==> src/rtl/txstat_pkg.sv <==
package txstat_pkg;

    typedef struct packed {
        logic       complete;
        logic       irq_req;
        logic       jabber;
        logic       underrun;
        logic       max_coll;
        logic       overflow;
        logic [1:0] unused;
    } txstat_rec_t;

    typedef struct packed {
        logic valid;
        logic irq_req;
        logic jabber;
        logic underrun;
        logic max_coll;
    } frame_rpt_t;

    function automatic logic rpt_keeps(input frame_rpt_t r);
        return r.valid & (r.irq_req | r.jabber | r.underrun | r.max_coll);
    endfunction

    function automatic txstat_rec_t rpt_to_rec(input frame_rpt_t r);
        txstat_rec_t t;
        t.complete = 1'b1;
        t.irq_req  = r.irq_req;
        t.jabber   = r.jabber;
        t.underrun = r.underrun;
        t.max_coll = r.max_coll;
        t.overflow = 1'b0;
        t.unused   = 2'b00;
        return t;
    endfunction

    function automatic logic rpt_halts(input frame_rpt_t r);
        return r.valid & (r.jabber | r.underrun);
    endfunction

endpackage

==> src/rtl/txstat_filter.sv <==
module txstat_filter
    import txstat_pkg::*;
(
    input  frame_rpt_t  rpt,
    output logic        keep,
    output logic        halt_evt,
    output txstat_rec_t rec
);
    always_comb begin
        keep     = rpt_keeps(rpt);
        halt_evt = rpt_halts(rpt);
        rec      = rpt_to_rec(rpt);
    end
endmodule

==> src/rtl/txstat_store.sv <==
module txstat_store
    import txstat_pkg::*;
#(
    parameter int DEPTH     = 4,
    parameter bit LIFO_MODE = 1'b0
) (
    input  logic        clk,
    input  logic        rst,
    input  logic        clr,
    input  logic        do_push,
    input  logic        do_pop,
    input  txstat_rec_t din,
    output txstat_rec_t head,
    output logic        empty,
    output logic        full
);
    localparam int AW = (DEPTH > 1) ? $clog2(DEPTH) : 1;
    localparam int CW = $clog2(DEPTH + 1);
    localparam logic [CW-1:0] CMAX = CW'(DEPTH);
    localparam logic [AW-1:0] ALAST = AW'(DEPTH - 1);

    txstat_rec_t    mem [DEPTH];
    logic [CW-1:0]  cnt;

    assign empty = (cnt == '0);
    assign full  = (cnt == CMAX);

    always_ff @(posedge clk) begin
        if (rst || clr)
            cnt <= '0;
        else if (do_push && !do_pop)
            cnt <= cnt + 1'b1;
        else if (do_pop && !do_push)
            cnt <= cnt - 1'b1;
    end

    generate
        if (LIFO_MODE) begin : g_lifo
            logic [AW-1:0] top_idx;
            logic [AW-1:0] nxt_idx;
            assign top_idx = AW'(cnt - 1'b1);
            assign nxt_idx = AW'(cnt);
            always_ff @(posedge clk) begin
                if (do_push && do_pop)
                    mem[top_idx] <= din;
                else if (do_push)
                    mem[nxt_idx] <= din;
            end
            assign head = mem[top_idx];
        end else begin : g_fifo
            logic [AW-1:0] rd_ptr, wr_ptr;
            always_ff @(posedge clk) begin
                if (rst || clr) begin
                    rd_ptr <= '0;
                    wr_ptr <= '0;
                end else begin
                    if (do_push) begin
                        mem[wr_ptr] <= din;
                        wr_ptr <= (wr_ptr == ALAST) ? '0 : wr_ptr + 1'b1;
                    end
                    if (do_pop)
                        rd_ptr <= (rd_ptr == ALAST) ? '0 : rd_ptr + 1'b1;
                end
            end
            assign head = mem[rd_ptr];
        end
    endgenerate


    cnt_bound_chk: assert property (@(posedge clk) disable iff (rst)
        cnt <= CMAX);


    pop_dec_chk: assert property (@(posedge clk) disable iff (rst || clr)
        (do_pop && !do_push) |=> (cnt == $past(cnt) - 1'b1));


    push_inc_chk: assert property (@(posedge clk) disable iff (rst || clr)
        (do_push && !do_pop) |=> (cnt == $past(cnt) + 1'b1));
endmodule

==> src/rtl/txstat_stack.sv <==
module txstat_stack
    import txstat_pkg::*;
#(
    parameter int DEPTH     = 4,
    parameter bit LIFO_MODE = 1'b0
) (
    input  logic       clk,
    input  logic       rst,
    input  logic       frame_done,
    input  logic       irq_on_ok,
    input  logic       err_jabber,
    input  logic       err_underrun,
    input  logic       err_maxcoll,
    input  logic       host_pop,
    input  logic       tx_reset,
    output logic [7:0] status_rd,
    output logic       txc_event,
    output logic       tx_halted
);
    frame_rpt_t  rpt;
    txstat_rec_t new_rec, head_rec, shown;
    logic        keep, halt_evt, empty, full;
    logic        pop_eff, push_eff, drop, ovf_q;

    assign rpt = '{valid: frame_done, irq_req: irq_on_ok, jabber: err_jabber,
                   underrun: err_underrun, max_coll: err_maxcoll};

    txstat_filter u_filter (
        .rpt      (rpt),
        .keep     (keep),
        .halt_evt (halt_evt),
        .rec      (new_rec)
    );

    assign pop_eff  = host_pop && !empty && !tx_reset;
    assign push_eff = keep && (!full || pop_eff) && !tx_reset;
    assign drop     = keep && full && !pop_eff && !tx_reset;

    txstat_store #(.DEPTH(DEPTH), .LIFO_MODE(LIFO_MODE)) u_store (
        .clk     (clk),
        .rst     (rst),
        .clr     (tx_reset),
        .do_push (push_eff),
        .do_pop  (pop_eff),
        .din     (new_rec),
        .head    (head_rec),
        .empty   (empty),
        .full    (full)
    );

    always_ff @(posedge clk) begin
        if (rst || tx_reset)
            ovf_q <= 1'b0;
        else if (drop)
            ovf_q <= 1'b1;
        else if (pop_eff)
            ovf_q <= 1'b0;
    end

    always_ff @(posedge clk) begin
        if (rst || tx_reset)
            tx_halted <= 1'b0;
        else if (halt_evt)
            tx_halted <= 1'b1;
    end

    always_comb begin
        shown          = head_rec;
        shown.overflow = ovf_q;
        status_rd      = empty ? 8'h00 : shown;
        txc_event      = !empty;
    end


    empty_zero_chk: assert property (@(posedge clk) disable iff (rst)
        !txc_event |-> (status_rd == 8'h00));


    reset_clear_chk: assert property (@(posedge clk) disable iff (rst)
        tx_reset |=> (!txc_event && !tx_halted));


    drop_flag_chk: assert property (@(posedge clk) disable iff (rst || tx_reset)
        (frame_done && err_maxcoll && full && !host_pop) |=> status_rd[2]);


    halt_hold_chk: assert property (@(posedge clk) disable iff (rst)
        (tx_halted && !tx_reset) |=> tx_halted);


    rec_low_chk: assert property (@(posedge clk) disable iff (rst)
        txc_event |-> (status_rd[7] && status_rd[1:0] == 2'b00));
endmodule

==> config.mk <==
export PLATFORM = sky130hd
export DESIGN_NAME = txstat_stack
export DESIGN_NICKNAME = d
export VERILOG_FILES = /design/src/rtl/txstat_pkg.sv /design/src/rtl/txstat_filter.sv /design/src/rtl/txstat_store.sv /design/src/rtl/txstat_stack.sv
export SDC_FILE = /design/constraint.sdc
export NUM_CORES = 1
export LEC_CHECK = 0
export BUFFER_PORTS_ARGS = -buffer_cell sky130_fd_sc_hd__buf_2
export CORE_ASPECT_RATIO = 1.4
export CORE_MARGIN = 4
export CORE_UTILIZATION = 45
export DETAILED_ROUTE_END_ITERATION = 8
export PLACE_DENSITY = 0.68
export SLEW_MARGIN = 20
export SYNTH_ARGS = -nofsm -noshare
export SYNTH_HDL_FRONTEND = slang
export SYNTH_SLANG_ARGS = --single-unit
==> constraint.sdc <==
create_clock -name clk -period 2.2 [get_ports clk]
set_input_delay 0.33 -clock clk [delete_from_list [all_inputs] [get_ports clk]]
set_output_delay 0.33 -clock clk [all_outputs]
set_load 0.01 [all_outputs]
==> flow_metrics.tcl <==
set metrics [dict create \
    status "completed" \
    synthFlopType "edfxtp_1" \
    clk_pin_slew_worst_paths_ps 140 \
    antenna_found_initial 0 \
    rsz0062_at_grt "false" \
    crit_cells 9 \
    grt_usage 0.121 \
    drive_gt1_frac 0.350 \
    ys_types 29 \
    start_util 0.470 \
    setup_slack_ps 136 \
    wl_per_cell_um 13.5 \
    htree_levels 1 \
    pre_cts_ws_ps -9.09 \
    dp_hpwl_um 1640 \
    required_ps 2460 \
    yosysSeqAreaShare 0.570 \
    setup_violations 0 \
    timing.rr.end "u_store.cnt[2]" \
    grt_pass1_wl_um 3320 \
    hold_path.class "input port to register" \
    clkLatencyLatePin_ps 310 \
    switching_share 0.238 \
    r2r_setup_slack_ps 140 \
    synth_commonest_cells "edfxtp_1 (16), dfxtp_1 (11), ha_1 (6)" \
    final_net_count 134 \
    core_um2 2620 \
    cts_hold_buf 0 \
    combPwrFrac 0.127 \
    fmax_mhz 484 \
    synth_top_area_cell "edfxtp_1" \
    grt-ovfl-total 0 \
    synthCells 93 \
    drt_iter0_markers 7 \
    period_needed_ps 2060 \
    period_share 0.938 \
    syn_area_um2 1230 \
    critical_path.max_stage_delay_ps 410 \
    cp-end-kind "register" \
    powerDensity_nw_per_um2 609 \
    finClkSkew_ps 6.36 \
    critPathKind "register to register" \
    synth_edf_count 16 \
    drtAntennaViolNets 0 \
    cp-startpoint "u_store.cnt[0]" \
    cp_top_family "simple AND/OR/NAND/NOR gates" \
    reg2reg_depth 9 \
    timing.rr.start "u_store.cnt[0]" \
    placed_area_um2 1360 \
    cts-root-buf "clkbuf_4" \
    p_int_uw 664 \
    p_leak_nw 0.568 \
    crit_chain "nor2_1 > a31oi_2 > and2b_1 > ha_2 > inv_1 > fa_2 > xor2_1 > or3_1 > a21oi_2" \
    ys_warn_count 0 \
    globalplace.congestion 0.726 \
    crit_end "u_store.cnt[2]" \
    finalHoldViolCount 0 \
    cp_slowest_cell "dfxtp_4" \
    tns_ps 0 \
    fin_util 0.547 \
    ys_seq_elements 27 \
    dieArea_um2 3650 \
    n_antenna_cell 0 \
    drv_cap 0 \
    grt_max_degree 17 \
    start_kind "register" \
    synth.avg_cell_area_um2 13.2 \
    syn_to_final_growth_pct 16.3 \
    wirelength_um 2060 \
    ir_drop_mv 0.357 \
    synth_most_common_cell "edfxtp_1" \
    p_sw_uw 207 \
    crit_arrival_ps 2320 \
    remaining_drc_errors 0 \
    num_rows 22 \
    die_x_um 52.2 \
    path_buf_inv 1 \
    cts_tree "done" \
    io_pins 19 \
    clockBufferDepth 2 \
    synth_area_leaders "edfxtp_1 (39%), dfxtp_1 (18%), mux4_2 (7.3%), ha_1 (6.1%), and2_1 (2.5%)" \
    num_vias 764 \
    finalMaxSlewViolations 0 \
    grt_pass1_vias 750 \
    drt_pass1_iterations 4 \
    numCtsBuffers 3 \
    synthArstFlopShare 0 \
    die_y_um 69.9 \
    final_area_um2 1430 \
    crit_fanout 4 \
    p_clk_frac 0.240 \
    seq_power_share 0.633 \
    viasPerCell 4.99 \
    numPortBuffers 16 \
    netlist.area_leader.share 0.391 \
    cts.sinks 27 \
]
-- sequential cells by signal, summed over array words and instances (netlist names), named ones only --
register               flops
u_store.g_fifo.wr_ptr      2
tx_halted                  1
u_store.mem               16
ovf_q                      1
u_store.cnt                3
u_store.g_fifo.rd_ptr      2
-- worst register-to-register path: cells and delay by family (launching register included) --
kind	cells	cell delay, ps
DFF	1	410
AOI/OAI and AO/OA	2	310
buffers and inverters	1	50
and+or+nand+nor	3	590
xor gates and xnor gates	1	150
adders and majority gates	2	510
-- placed cells by master, fill, tap and decap left out, drive strengths merged, types with 2 or more instances in the layout --
cell type,instances
buf,23
edfxtp,16
dfxtp,11
ha,6
inv,6
and2,5
o21ai,5
a21oi,5
nor2,4
nand2,4
mux4,4
and3,4
mux2i,3
clkbuf,3
xor2,2
or3,2
conb,2
-- cells by family (layout without fill, tap and decap cells) --
logic type	after synthesis	in the layout	share of synthesized area
adder cells (fa/ha/maj)	7	7	0.0773
XOR/XNOR	2	2	0.0142
AO/OA/AOI/OAI	12	12	0.0641
buffers and inverters	10	33	0.0458
flip-flops	27	27	0.570
other	1	2	0.00305
AND/OR/NAND/NOR	27	27	0.128
multiplexers	7	7	0.0977
-- layer usage --
layer / up-vias / routed length [µm] / GRT usage / part of all wire
li1: 381 / - / - / -
met1: 361 / 824 / 0.138 / 0.40
met2: 20 / 1130 / 0.218 / 0.55
met3: 2 / 84 / 0.0192 / 0.041
met4: 0 / 16 / 0.0426 / 0.0078
met5: - / 0 / 0 / 0
-- power by group through the flow --
stage / combinational (mW) / sequential [mW] / clock (mW)
after detailed placement: 0.104 / 0.563 / 0
after CTS: 0.105 / 0.552 / 0.213
after floorplan: 0.0668 / 0.562 / 0
final: 0.110 / 0.551 / 0.209
after global routing: 0.124 / 0.553 / 0.235
after global placement: 0.102 / 0.562 / 0
-- worst min-delay path by stage --
stage	start	to	slack, ps	depth (start not counted)
after floorplan	err_maxcoll	u_store.mem[0][0]	430	0
after global placement	tx_halted	tx_halted	430	2
after detailed placement	tx_halted	tx_halted	440	2
after CTS	irq_on_ok	u_store.mem[0][3]	260	1
after global routing	irq_on_ok	u_store.mem[1][3]	240	1
final	irq_on_ok	u_store.mem[0][3]	260	1
-- timing repair --
action | 4_1_cts | 5_1_grt
gates resized for setup | 0 | 8
setup buffers | 0 | 2
setup endpoints to repair | 0 | 1
-- stage by stage --
| stage | hold WS, ps | power (mW) | std cells |
|---|---|---|---|
| floorplan | 429 | 0.629 | 94 |
| global placement | 435 | 0.664 | 147 |
| detailed placement | 441 | 0.667 | 147 |
| CTS | 258 | 0.870 | 151 |
| global route | 236 | 0.912 | 153 |
| finish | 263 | 0.871 | 153 |
-- cell type report --
| type | count | area (µm²) |
|---|---|---|
| Sequential cell | 27 | 708 |
| Tap cell | 36 | 45.0 |
| Fill cell | 230 | 1180 |
| Clock buffer | 3 | 22.5 |
| Multi-Input combinational cell | 57 | 492 |
| Inverter | 6 | 22.5 |
| Timing Repair Buffer | 23 | 133 |
| Clock inverter | 1 | 7.51 |
Power figures use the tool's default switching activity.
